$ cat src/rtl/txq_ctl.sv
module txq_ctl #(
  parameter int DEPTH = 16,
  parameter int DW    = 8
) (
  input  logic          clk,
  input  logic          rst_n,
  input  logic          csr_wen,
  input  logic [15:0]   csr_wdata,
  output logic [15:0]   csr_rdata,
  input  logic          dat_wen,
  input  logic [DW-1:0] dat_wdata,
  output logic          pop_valid,
  output logic [DW-1:0] pop_data,
  input  logic          pop_ready,
  output logic          irq
);
  localparam int AW = (DEPTH > 1) ? $clog2(DEPTH) : 1;
  localparam int CW = $clog2(DEPTH + 1);

  logic          mode_en, run_en, ie, flag;
  logic [4:0]    thr;
  logic [DW-1:0] mem [DEPTH];
  logic [AW-1:0] wr_ptr, rd_ptr;
  logic [CW-1:0] count;
  logic [4:0]    cnt5;
  logic          active, full, push, pop, cond, clr;

  assign active    = mode_en & run_en;
  assign full      = (count == CW'(DEPTH));
  assign cnt5      = 5'(count);
  assign pop_valid = active & (count != '0);
  assign pop_data  = mem[rd_ptr];
  assign push      = active & dat_wen & ~full;
  assign pop       = pop_valid & pop_ready;
  assign cond      = active & (cnt5 <= thr);
  assign clr       = csr_wen & csr_wdata[6];
  assign irq       = flag & ie;
  assign csr_rdata = {1'b0, mode_en, run_en, cnt5, flag, 1'b0, ie, thr};

  function automatic logic [AW-1:0] nxt(input logic [AW-1:0] p);
    return (p == AW'(DEPTH - 1)) ? '0 : p + 1'b1;
  endfunction

  always_ff @(posedge clk) begin
    if (push) mem[wr_ptr] <= dat_wdata;
  end

  always_ff @(posedge clk) begin
    if (!rst_n) begin
      mode_en <= 1'b0;
      run_en  <= 1'b0;
      ie      <= 1'b0;
      thr     <= '0;
    end else if (csr_wen) begin
      mode_en <= csr_wdata[14];
      run_en  <= csr_wdata[13];
      ie      <= csr_wdata[5];
      thr     <= csr_wdata[4:0];
    end
  end

  always_ff @(posedge clk) begin
    if (!rst_n || !run_en) begin
      wr_ptr <= '0;
      rd_ptr <= '0;
      count  <= '0;
    end else begin
      if (push) wr_ptr <= nxt(wr_ptr);
      if (pop)  rd_ptr <= nxt(rd_ptr);
      case ({push, pop})
        2'b10:   count <= count + 1'b1;
        2'b01:   count <= count - 1'b1;
        default: count <= count;
      endcase
    end
  end

  always_ff @(posedge clk) begin
    if (!rst_n)     flag <= 1'b0;
    else if (cond)  flag <= 1'b1;
    else if (clr)   flag <= 1'b0;
  end

  a_r3_no_overflow: assert property (@(posedge clk) disable iff (!rst_n)
    count <= CW'(DEPTH));
  a_r3_drop_full: assert property (@(posedge clk) disable iff (!rst_n)
    (run_en && full && dat_wen && !pop) |=> count == $past(count));
  a_r5_no_pop: assert property (@(posedge clk) disable iff (!rst_n)
    !mode_en |-> !pop_valid);
  a_r6_held: assert property (@(posedge clk) disable iff (!rst_n)
    !run_en |=> count == '0);
  a_r9_set_wins: assert property (@(posedge clk) disable iff (!rst_n)
    cond |=> flag);
  a_r8_sticky: assert property (@(posedge clk) disable iff (!rst_n)
    (flag && !cond && !clr) |=> flag);
endmodule

$ cat config.mk
export PLATFORM = sky130hd
export DESIGN_NAME = txq_ctl
export DESIGN_NICKNAME = d
export VERILOG_FILES = /design/src/rtl/txq_ctl.sv
export SDC_FILE = /design/constraint.sdc
export NUM_CORES = 1
export LEC_CHECK = 0
export ABC_AREA = 1
export BUFFER_PORTS_ARGS = -buffer_cell sky130_fd_sc_hd__buf_4
export CORE_ASPECT_RATIO = 0.8
export CORE_MARGIN = 5
export CORE_UTILIZATION = 35
export DETAILED_ROUTE_END_ITERATION = 8
export GPL_TIMING_DRIVEN = 0
export SYNTH_ARGS = -nofsm -noshare
export SYNTH_HDL_FRONTEND = slang
export SYNTH_SLANG_ARGS = --single-unit
$ cat constraint.sdc
create_clock -name clk -period 2.5 [get_ports clk]
set_input_delay 0.5 -clock clk [delete_from_list [all_inputs] [get_ports clk]]
set_output_delay 0.5 -clock clk [all_outputs]
set_load 0.005 [all_outputs]
==> impl_metrics.csv <==
group,metric,value,unit
critical_path,cpMaxStageDelayCell,"o21ai_0",
pwr,total_power,5.38,mW
logic_synthesis,synth_ff_type,"edfxtp_1",
timing,holdWs,0.305,ns
critical_path,reg2reg_depth,15,
critical_path,setup.worst_path.start_class,"flip-flop",
cts,clk_pin_slew_worst_paths,0.06,ns
cells_and_area,fin_cells,953,
cells_and_area,multiInputGateArea,1800,µm²
routing,vias,4475,
timing,period_share,98.8,%
logic_synthesis,synth-seq-cells,154,
logic_synthesis,yosysSeqAreaShare,64.8,%
grt,grt-ovfl-total,0,
grt,grt_pass1_vias,4166,
timing,slew_headroom,22.2,%
critical_path,cpMostUsedCell,"nand3_1",
critical_path,critPathMaxStageDelay,0.43,ns
critical_path,cp_data_arrival_time,1.97,ns
die,rows,45,
routing,remaining_drc_errors,0,
timing,setup_slack,0.0298,ns
cells_and_area,fin_area,7980,µm²
logic_synthesis,netlist_area,6730,µm²
critical_path,path_max_fanout,10,
critical_path,crit_cells,6,
critical_path,crit_family,"compound AO/OA/AOI/OAI gates",
placement,dp.cells,921,
cts,cts_hold_buffers,0,
cells_and_area,drive_gt1_share,16.9,%
run_status,status,"finished, final reports clean",
logic_synthesis,synthTopCellsByCount,"edfxtp_1, inv_1, nand2_1",
placement,io_buffers,44,
cts,root_buffer,"clkbuf_16",
cts,clock_latency,0.42,ns
job,maxCapViolations,0,
logic_synthesis,yosysWarnings,0,
critical_path,crit_chain,"clkbuf_1, o21ai_0, nand3_1, nand3_1, nand2_1, buf_4",
cts,post_cts_buffers,0,
die,pin_count,55,
cells_and_area,fillCellCount,1807,
cts,numCtsBuffers,17,
pwr,power_density,675,nW/µm²
critical_path,worstPathRequired,2.00,ns
logic_synthesis,synthTopCellsByArea,"edfxtp_1, dfxtp_1, inv_1, nand2_1, nand3_1",
critical_path,cp-endpoint,"pop_data[5]",
critical_path,crit_buf_inv,2,
placement,place_congestion,0.894,
timing,clock-skew-final,0.00590,ns
grt,grt_first_pass_wirelength,24.7,mm
placement,dpl_cell_area,7390,µm²
routing,drt-initial-drc-count,405,
routing,antenna_left,0,
critical_path,r2r-end,"cnt5[4]",
logic_synthesis,synth_top_area_cell,"edfxtp_1",
critical_path,reg2reg_from,"cnt5[1]",
cts,cts_tree,"built",
logic_synthesis,synth_edf_count,128,
timing,slew_violations,0,
placement,pre_cts_ws,0.169,ns
die,initial_core_util,35.6,%
routing,drt_pass1_iterations,5,
routing,routed_wl,16.0,mm
timing,setup_viol,0,
timing,fin_crit,2.47,ns
timing,worstMarginPinSlew,1.16,ns
grt,grt_max_degree,17,
die,core_region_area,18900,µm²
die,fp.dieW,165,µm
cells_and_area,final-seq-area,4370,µm²
grt,antenna_found_initial,0,
die,die_h,134,µm
hold_path,hp-class,"in -> reg",
cts,cts_max_path_buffers,2,
pwr,peakVddDrop,378,µV
timing,max_freq,405,MHz
logic_synthesis,synth_top_area_share,57.1,%
logic_synthesis,ys_types,29,
cts,cts_sinks,154,
cells_and_area,area_delta_synth_final,18.5,%
logic_synthesis,async_flop_share,0,%
pwr,p_leak,3.06,nW
placement,hpwl,11.1,mm
critical_path,r2r_slack,0.35,ns
hold_path,worstHoldStart,"csr_wdata[14]",
cts,ctsHtreeMaxLevel,4,
logic_synthesis,syn_area_per_cell,10.9,µm²
cells_and_area,fin_nets,725,
routing,avgRoutedWirePerCell,16.7,µm
timing,rsz0062_at_grt,"yes",
logic_synthesis,synthCells,618,
cells_and_area,finish.utilization,42.2,%
grt,grt_use_total,15.2,%
die,dieArea,22100,µm²
routing,via_per_inst,4.70,
timing,tns,0,ns
critical_path,crit_path_end_kind,"output pin",
logic_synthesis,yosysMostFrequentCell,"edfxtp_1",
timing,finalHoldViolCount,0,
critical_path,path_class,"reg -> out",
[final cells by class]
cell class                 instances  area share, %
tap                              258           4.05
multi-input combinational        331           22.6
timing repair buffer              44           4.14
antenna                            1         0.0314
clock inverter                    12           1.58
inverter                         101           4.75
clock buffer                      19           5.43
sequential                       154           54.7
buffer                            33           2.70
[worst min-delay path, cell delays in order]
cell and delay (ns):
buf_4 0.08, nor2_1 0.03, nor2_1 0.08
[per-layer routing]
layer / global-route usage [%] / up-vias / wire length [µm]
met5: 0 / - / 0
met4: 4.48 / 0 / 211
met3: 4.12 / 12 / 1080
met2: 20.8 / 111 / 6730
met1: 23.2 / 2114 / 7940
li1: - / 2238 / -
[what timing repair did]
action | 4_1_cts | 5_1_grt
pin swaps | 0 | 1
gates resized for setup | 3 | 17
endpoints found under the setup margin | 2 | 9
[cells in the final DEF (no fill, tap or decap), drive strengths merged, types with 26 or more instances in the layout]
cell type	instances
nand3	57
o21ai	48
buf	66
nor2	35
dfxtp	26
clkbuf	30
nand2	83
inv	102
o211ai	32
a21oi	44
edfxtp	128
[kinds of logic after synthesis]
kind of cell	after synthesis	synth area share, %
adder cells (fa/ha/maj)	14	2.60
AO/OA/AOI/OAI	128	11.6
XOR/XNOR	5	0.651
flip-flops	154	64.8
other	1	0.0557
AND/OR/NAND/NOR	182	11.6
buffers and inverters	134	8.61
[report_power, final]
group,switching [mW],leakage (nW),total [mW],internal [mW]
clock network,0.993,0.274,2.45,1.46
logic,0.0834,1.43,0.139,0.0551
registers,0.00688,1.36,2.79,2.79
[worst min path at each step]
stage | cells after the start | endpoint | slack (ns)
floorplan | 2 | flag | 0.46
global placement | 2 | thr[1] | 0.47
detailed placement | 2 | thr[1] | 0.47
CTS | 3 | mode_en | 0.29
global route | 3 | run_en | 0.30
finish | 3 | mode_en | 0.30
[registers in the layout, summed over array words and instances, names as in the netlist, named ones only]
name and cells:
cnt5 5, flag 1, ie 1, mem 128, mode_en 1, rd_ptr 4, run_en 1, thr 5
wr_ptr 4
Note: power is estimated with default switching activity, not from simulation.
